`config.mk`:
```
export PLATFORM = sky130hd
export DESIGN_NAME = ibrk_unit
export DESIGN_NICKNAME = d
export VERILOG_FILES = /design/src/rtl/ibrk_pkg.sv /design/src/rtl/ibrk_regs.sv /design/src/rtl/ibrk_match.sv /design/src/rtl/ibrk_report.sv /design/src/rtl/ibrk_unit.sv
export SDC_FILE = /design/constraint.sdc
export NUM_CORES = 1
export LEC_CHECK = 0
export BUFFER_PORTS_ARGS = -buffer_cell sky130_fd_sc_hd__buf_2
export CAP_MARGIN = 25
export CORE_MARGIN = 4
export CORE_UTILIZATION = 57
export DETAILED_ROUTE_END_ITERATION = 16
export PLACE_DENSITY = 0.8
export SLEW_MARGIN = 15
export SYNTH_ARGS = -nofsm -noshare
export SYNTH_HDL_FRONTEND = slang
export SYNTH_HIERARCHICAL = 1
export SYNTH_SLANG_ARGS = --single-unit
```
`constraint.sdc`:
```
create_clock -name clk -period 2 [get_ports clk]
set_input_delay 0.5 -clock clk [delete_from_list [all_inputs] [get_ports clk]]
set_output_delay 0.5 -clock clk [all_outputs]
set_load 0.03 [all_outputs]
```
`src/rtl/ibrk_pkg.sv`:
```
package ibrk_pkg;

    typedef enum logic {
        WR_ADDR   = 1'b0,
        WR_ENABLE = 1'b1
    } wr_target_e;

    typedef enum logic [1:0] {
        ST_QUIET = 2'd0,
        ST_GATED = 2'd1,
        ST_BREAK = 2'd2
    } rpt_state_e;

endpackage

```
`src/rtl/ibrk_regs.sv`:
```
module ibrk_regs
    import ibrk_pkg::*;
#(
    parameter int N    = 4,
    parameter int AW   = 32,
    parameter int IDXW = 2
) (
    input  logic              clk,
    input  logic              rst_n,
    input  logic              wr_en,
    input  logic              wr_sel,
    input  logic [IDXW-1:0]   wr_idx,
    input  logic [31:0]       wr_data,
    output logic [N-1:0]      en_q,
    output logic [N*AW-1:0]   addr_flat
);

    // Enable mask: only the low N bits of a write are kept.
    always_ff @(posedge clk or negedge rst_n) begin
        if (!rst_n) begin
            en_q <= '0;
        end else if (wr_en && wr_target_e'(wr_sel) == WR_ENABLE) begin
            en_q <= wr_data[N-1:0];
        end
    end

    // Address registers: an index that names no comparator matches no slot.
    for (genvar i = 0; i < N; i++) begin : g_addr
        logic [AW-1:0] a_q;

        always_ff @(posedge clk or negedge rst_n) begin
            if (!rst_n) begin
                a_q <= '0;
            end else if (wr_en && wr_target_e'(wr_sel) == WR_ADDR &&
                         {1'b0, wr_idx} == (IDXW+1)'(i)) begin
                a_q <= wr_data[AW-1:0];
            end
        end

        assign addr_flat[i*AW +: AW] = a_q;
    end

endmodule

```
`src/rtl/ibrk_match.sv`:
```
module ibrk_match #(
    parameter int N    = 4,
    parameter int AW   = 32,
    parameter int LVLW = 4
) (
    input  logic [N-1:0]     en_q,
    input  logic [N*AW-1:0]  addr_flat,
    input  logic [AW-1:0]    pc,
    input  logic [LVLW-1:0]  int_lvl,
    input  logic [LVLW-1:0]  dbg_lvl,
    output logic [N-1:0]     raw_hit,
    output logic             gate_open
);

    // Breakpoints may fire only below the debug level.
    assign gate_open = (int_lvl < dbg_lvl);

    for (genvar i = 0; i < N; i++) begin : g_cmp
        assign raw_hit[i] = en_q[i] && (addr_flat[i*AW +: AW] == pc);
    end

endmodule

```
`src/rtl/ibrk_report.sv`:
```
module ibrk_report
    import ibrk_pkg::*;
#(
    parameter int N = 4
) (
    input  logic          clk,
    input  logic          rst_n,
    input  logic          pc_valid,
    input  logic          gate_open,
    input  logic [N-1:0]  raw_hit,
    output logic [N-1:0]  hit_vec,
    output logic          brk_req
);

    rpt_state_e state_q, state_d;

    always_comb begin
        state_d = ST_QUIET;
        unique case (state_q)
            ST_QUIET: begin
                if (pc_valid && !gate_open)  state_d = ST_GATED;
                else if (pc_valid && |raw_hit) state_d = ST_BREAK;
                else                         state_d = ST_QUIET;
            end
            ST_GATED: begin
                if (!pc_valid)               state_d = ST_QUIET;
                else if (!gate_open)         state_d = ST_GATED;
                else if (|raw_hit)           state_d = ST_BREAK;
                else                         state_d = ST_QUIET;
            end
            ST_BREAK: begin
                if (!pc_valid)               state_d = ST_QUIET;
                else if (!gate_open)         state_d = ST_GATED;
                else if (|raw_hit)           state_d = ST_BREAK;
                else                         state_d = ST_QUIET;
            end
            default:                         state_d = ST_QUIET;
        endcase
    end

    // State register.
    always_ff @(posedge clk or negedge rst_n) begin
        if (!rst_n) state_q <= ST_QUIET;
        else        state_q <= state_d;
    end

    // Output register: hits are captured only on entry to ST_BREAK.
    always_ff @(posedge clk or negedge rst_n) begin
        if (!rst_n)                  hit_vec <= '0;
        else if (state_d == ST_BREAK) hit_vec <= raw_hit;
        else                         hit_vec <= '0;
    end

    assign brk_req = (state_q == ST_BREAK);

endmodule

```
`src/rtl/ibrk_unit.sv`:
```
module ibrk_unit
    import ibrk_pkg::*;
#(
    parameter int N    = 4,
    parameter int AW   = 32,
    parameter int LVLW = 4,
    localparam int IDXW = (N > 1) ? $clog2(N) : 1
) (
    input  logic             clk,
    input  logic             rst_n,
    input  logic             wr_en,
    input  logic             wr_sel,
    input  logic [IDXW-1:0]  wr_idx,
    input  logic [31:0]      wr_data,
    input  logic             pc_valid,
    input  logic [AW-1:0]    pc,
    input  logic [LVLW-1:0]  int_lvl,
    input  logic [LVLW-1:0]  dbg_lvl,
    output logic [31:0]      enable_q,
    output logic [N-1:0]     hit_vec,
    output logic             brk_req
);

    logic [N-1:0]    en_q;
    logic [N*AW-1:0] addr_flat;
    logic [N-1:0]    raw_hit;
    logic            gate_open;

    ibrk_regs #(.N(N), .AW(AW), .IDXW(IDXW)) u_regs (
        .clk      (clk),
        .rst_n    (rst_n),
        .wr_en    (wr_en),
        .wr_sel   (wr_sel),
        .wr_idx   (wr_idx),
        .wr_data  (wr_data),
        .en_q     (en_q),
        .addr_flat(addr_flat)
    );

    ibrk_match #(.N(N), .AW(AW), .LVLW(LVLW)) u_match (
        .en_q     (en_q),
        .addr_flat(addr_flat),
        .pc       (pc),
        .int_lvl  (int_lvl),
        .dbg_lvl  (dbg_lvl),
        .raw_hit  (raw_hit),
        .gate_open(gate_open)
    );

    ibrk_report #(.N(N)) u_report (
        .clk      (clk),
        .rst_n    (rst_n),
        .pc_valid (pc_valid),
        .gate_open(gate_open),
        .raw_hit  (raw_hit),
        .hit_vec  (hit_vec),
        .brk_req  (brk_req)
    );

    assign enable_q = 32'(en_q);

endmodule

```
; After elaboration in Yosys (flattened, before gate mapping)
; Cells that the tools add are included.
[classes]
magnitude_cmp = 1
n_eq_ne = 10
mux = 7
bitwise = 1
reduce_logical = 17
[ops]
columns = op, count
row1 = 32-bit equality test, 4
row2 = 1-bit logical AND, 12
row3 = 2-bit two-way mux, 5
row4 = 2-bit equality test (second input constant), 4
row5 = 2-bit by 1-bit equality test with 1-bit output (second input constant), 2
row6 = 2-bit logical NOT, 2
row7 = 4-bit less-than comparator, 1
row8 = 4-bit two-way mux, 1
row9 = 2-bit one-hot mux with 2 select lines, 1
row10 = 4-bit OR reduction, 1
row11 = 2-bit OR reduction, 1
row12 = 1-bit logical NOT, 1
row13 = 1-bit NOT, 1
[totals]
reg_bits = 138
inputBits = 79
output_inout_bits = 37
elab_cells = 43

; Longest topological paths before layout
[depth]
depth_word = 9
ltp_mapped = 7
ltp_nobuf = 7

; Hierarchy
; Netlist, hierarchy kept.
[modules_own_cells]
columns = module, instances, cells_per_inst, area_each_um2, seq_area_each_um2
row1 = ibrk_regs, 1, 283, 5215.0, 3303.2
row2 = ibrk_match, 1, 186, 1491.4, 0.0
row3 = ibrk_report, 1, 23, 271.5, 150.1
row4 = ibrk_unit, 1, 29, 214.0, 0.0

; Worst setup path after synthesis
; OpenSTA, ideal clock, no wires.
[synth_path]
path_type = in2reg
from = input port dbg_lvl[1]
to = register u_report.hit_vec[0]
setup_time_ns = 0.105
t_arrival_ns = 1.613
required_time_ns = 1.895
slack_ns = 0.282
stages = 7
path_buffers = 0
cell_sequence = inv_1 -> ha_1 -> a21o_1 -> a21o_1 -> a21oi_1 -> inv_2 -> nor4b_1
[synth_via]
elab_chain_len = 7
word_cells_on_any_way = 9
cone_classes = 1 x order compare / 1 x eq/ne / 5 x mux / 2 x reduce/logical
[synth_lines]
columns = element, line_no
row1 = start: declaration, ibrk_unit.sv:18  ; input logic [LVLW-1:0] dbg_lvl,
row2 = 4-bit less-than comparator (*), ibrk_match.sv:16  ; assign gate_open = (int_lvl < dbg_lvl);
row3 = net gate_open, ibrk_unit.sv:27  ; logic gate_open;
row4 = 1-bit logical NOT, --
row5 = 1-bit logical AND, ibrk_report.sv:21  ; if (pc_valid && !gate_open) state_d = ST_GATED;
row6 = 2-bit two-way mux, ibrk_report.sv:21
row7 = 2-bit one-hot mux with 2 select lines (*), ibrk_report.sv:19  ; unique case (state_q)
row8 = 2-bit equality test (*), ibrk_report.sv:50  ; else if (state_d == ST_BREAK) hit_vec <= raw_hit;
row9 = 4-bit two-way mux (*), ibrk_report.sv:50
row10 = end signal: assignment, ibrk_report.sv:50
row11 = end: declaration, ibrk_report.sv:11  ; output logic [N-1:0] hit_vec,
; Mark *: on every way through the listed nets, which the timed path passes. The rest lies on a longest branch.
; A chain may end at the register's enable or synchronous reset.

; Worst setup path after layout
[layout_path]
from = register u_regs.g_addr[0].a_q[5]
to = register u_report.state_q[1]
[layout_via]
elab_chain_len = 7
word_cells_on_any_way = 10
cone_classes = 1 x eq/ne / 6 x mux / 3 x reduce/logical
[layout_lines]
columns = element, line_no
row1 = start: declaration, ibrk_regs.sv:29  ; logic [AW-1:0] a_q;
row2 = start signal: assignment, ibrk_regs.sv:36  ; a_q <= wr_data[AW-1:0];
row3 = 32-bit equality test (*), ibrk_match.sv:19  ; assign raw_hit[i] = en_q[i] && (addr_flat[i*AW +: AW] == pc);
row4 = 1-bit logical AND (*), ibrk_match.sv:19
row5 = net raw_hit[0], ibrk_unit.sv:26  ; logic [N-1:0] raw_hit;
row6 = 4-bit OR reduction (*), "ibrk_report.sv:22, ibrk_report.sv:28, ibrk_report.sv:34"
row7 = 2-bit two-way mux / 1-bit logical AND (equally long branches), "ibrk_report.sv:28, ibrk_report.sv:34, ibrk_report.sv:22"
row8 = 2-bit two-way mux (on tied branches), "ibrk_report.sv:27, ibrk_report.sv:22"
row9 = 2-bit two-way mux (on tied branches), "ibrk_report.sv:32, ibrk_report.sv:21"
row10 = 2-bit one-hot mux with 2 select lines (*), ibrk_report.sv:19
row11 = net u_report.state_d[1], ibrk_report.sv:15  ; rpt_state_e state_q, state_d;
row12 = end signal: assignment, ibrk_report.sv:44  ; else state_q <= state_d;
row13 = end: declaration, ibrk_report.sv:15
; Marked as above.

==> out/results.txt <==
CTS buffer count = 17
crit path DAT = 2270 ps
crit start category = flip-flop
IO buf count = 87
Final Hold Viols = 0
Mean Syn Cell Area = 13.80 um^2
Period Utilization, post-route = 97.84%
vias per cell = 5.420
Cell variety after synth = 28
min cycle time layout = 1957 ps
maximum buffer depth of the clock tree = 2
Mapped Area = 0.007192 mm^2
Core Box Area = 0.01216 mm^2
area grow syn2layout = 19.92%
initial core utilization = 59.14%
CTS sink count = 138
worst setup margin = 43.29 ps
Storage cell area = 0.003453 mm^2
grt ovf = 0
Clock Skew = 5.069 ps
Lkg Pwr = 0.004045 uW
drt drc = 0
TritonRoute pass-1 iters = 4
max-capacitance violation count = 0
Post-Layout Cell Count = 830
Reg2Reg Depth = 7
DR iter-0 viols = 322
CP Data Required Time = 2310 ps
TritonCTS clock tree = done
Worst VDD drop = 0.6770 mV
drt total wl = 17.14 mm
first-pass GRT wire length = 26.63 mm
antenna violations before repair = 0
Final setup viols = 0
H-tree levels = 4
Setup WS pre-CTS = -174.4 ps
Synth area leader = dfrtp_1
register bit total from synthesis = 138
Cell Rows = 40
RR Endpoint = u_report/state_q[1]$_DFF_PN0_
Crit Path Class = reg2reg
post-DP HPWL = 12.38 mm
crit end category = flip-flop
Detail Route Antenna Nets = 0
GP Congestion = 0.8769
layout cell share with drive strength beyond 1 = 45.62%
clock latency on the worst-skew pair = 420 ps
Die Y = 120.3 um
register area share after synthesis = 48.02%
beginning of the critical path = u_regs/g_addr[0].a_q[5]$_DFFE_PN0P_
Final Max Slew Viols = 0
die width = 120.3 um
largest net degree at the start of global routing = 45
Hold WC Path Type = in2reg
area of the multi-input gates = 0.003547 mm^2
end of the critical path = u_report/state_q[1]$_DFF_PN0_
die area = 0.01448 mm^2
pwr/cell area = 1028 mW/mm^2
n_diodes = 0
IO Count = 116
routed len/inst = 20.64 um
vias in the first global route = 4881
worst reg2reg setup slack = 40 ps
status = complete, no violations
Max Freq = 511.1 MHz
Nets = 734
Synth Warn # = 6
root buffer cell = clkbuf_16
fill cell count = 864
clock slew at reported path FFs = 60 ps
top cell type's share of synthesized area = 48.02%
All-Layer GR Usage = 24.48%
via count = 4499
Syn Inst Count = 521
r2r startpoint = u_regs/g_addr[0].a_q[5]$_DFFE_PN0P_
placed cells = 796
CP max FO = 2
ranking of synthesized cells by area = dfrtp_1 (48%), xor2_1 (15%), mux2_4 (13%)
[cells in the final DEF (no fill, tap or decap), types with 6 or more instances in the layout]
master and instances:
buf_12 7, buf_2 86, buf_4 29, clkbuf_16 17, conb_1 28, dfrtp_1 138
ha_1 6, inv_1 7, mux2_2 70, mux2_4 60, nand3_1 8, nor4_1 20
nor4_2 12, xor2_1 124
[report_power, final]
part           total (uW)  switching [uW]  internal (uW)
Combinational        2000             942           1050
Clock                3060            1140           1920
Sequential           3810             427           3390
[synthesized netlist by cell type]
library cell,instances
xnor2_1,4
nand4_1,4
buf_4,28
nor2_1,1
nand2b_4,1
mux2_1,2
ha_1,6
nor4_1,32
nor4b_1,2
nand2b_1,1
mux2_4,60
dfrtp_1,138
nand2_1,1
inv_2,1
nor3_2,3
nor3_1,6
mux2_2,70
a21oi_1,1
nand3_1,8
xor2_1,124
and4bb_1,2
inv_1,7
a21o_1,2
nor4b_4,1
buf_2,3
buf_6,11
nand4b_1,1
conb_1,1
[per-layer routing]
metal | global-route usage [%] | vias up | part of all wire [%]
li1 | - | 2009 | -
met1 | 31.96 | 2308 | 43
met2 | 40.04 | 156 | 49
met3 | 6.080 | 26 | 6.2
met4 | 8.640 | 0 | 2.1
met5 | 0 | - | 0
[kinds of logic after synthesis]
family                     count (synthesis)  synth area share [%]
AOI/OAI and AO/OA                          3                0.2782
xor gates and xnor gates                 128                 15.59
adders and majority gates                  6                 1.044
buffers and inverters                     50                 5.271
DFF                                      138                 48.02
muxes                                    132                 23.80
other                                      1               0.05214
and+or+nand+nor                           63                 5.950
[worst min path at each step]
| stage | startpoint | endpoint | depth (start not counted) |
|---|---|---|---|
| 6_report | wr_data[28] | u_regs/g_addr[0].a_q[28]$_DFFE_PN0P_ | 2 |
| 5_1_grt | wr_data[11] | u_regs/g_addr[3].a_q[11]$_DFFE_PN0P_ | 2 |
| 4_1_cts | wr_data[28] | u_regs/g_addr[0].a_q[28]$_DFFE_PN0P_ | 2 |
| 3_5_place_dp | rst_n | u_regs/g_addr[0].a_q[28]$_DFFE_PN0P_ | 1 |
| 3_3_place_gp | rst_n | u_regs/g_addr[0].a_q[28]$_DFFE_PN0P_ | 1 |
| 2_1_floorplan | rst_n | u_regs/en_q[0]$_DFFE_PN0P_ | 0 |
[per-stage QoR]
stage / total power, uW / utilization (%) / TNS (ps) / hold slack (ps) / area, um^2
floorplan: 5077 / - / 0 / 204.4 / 7293
global placement: 5676 / 65.34 / -244.7 / 432.4 / 7946
detailed placement: 5764 / 65.34 / -498.8 / 439.8 / 7946
CTS: 8854 / 70.20 / 0 / 342.3 / 8537
global route: 9231 / 70.92 / -29.18 / 352.3 / 8625
finish: 8868 / 70.92 / 0 / 349.7 / 8625
[critical path, cell delays in order, from the launching register on]
cell	delay, ps
dfrtp_1	390
xor2_1	220
nor4_2	310
buf_4	170
nand3_1	100
nor3_2	280
nor4_2	80
nor4_2	300
[layout make-up]
| type | instances | share of cell area (%) |
|---|---|---|
| clock buffer | 24 | 5.585 |
| clock inverter | 8 | 1.074 |
| inverter | 8 | 0.3482 |
| multi-input combinational | 360 | 41.13 |
| sequential | 138 | 40.04 |
| tap | 168 | 2.437 |
| timing repair buffer | 124 | 9.386 |
[state kept, by name, indices dropped and copies added, names as in the netlist]
signal	count
u_report/hit_vec	4
u_regs/g_addr.a_q	128
u_report/state_q	2
u_regs/en_q	4
[repair_timing]
item	in CTS	in global routing
pin swaps	0	5
gates cloned	0	0
buffers inserted	0	1
setup endpoints to repair	1	2
hold buffers	1	0
hold endpoints to repair	36	0
gates resized for setup	1	13
No activity file was read; power rests on OpenSTA's default activity.
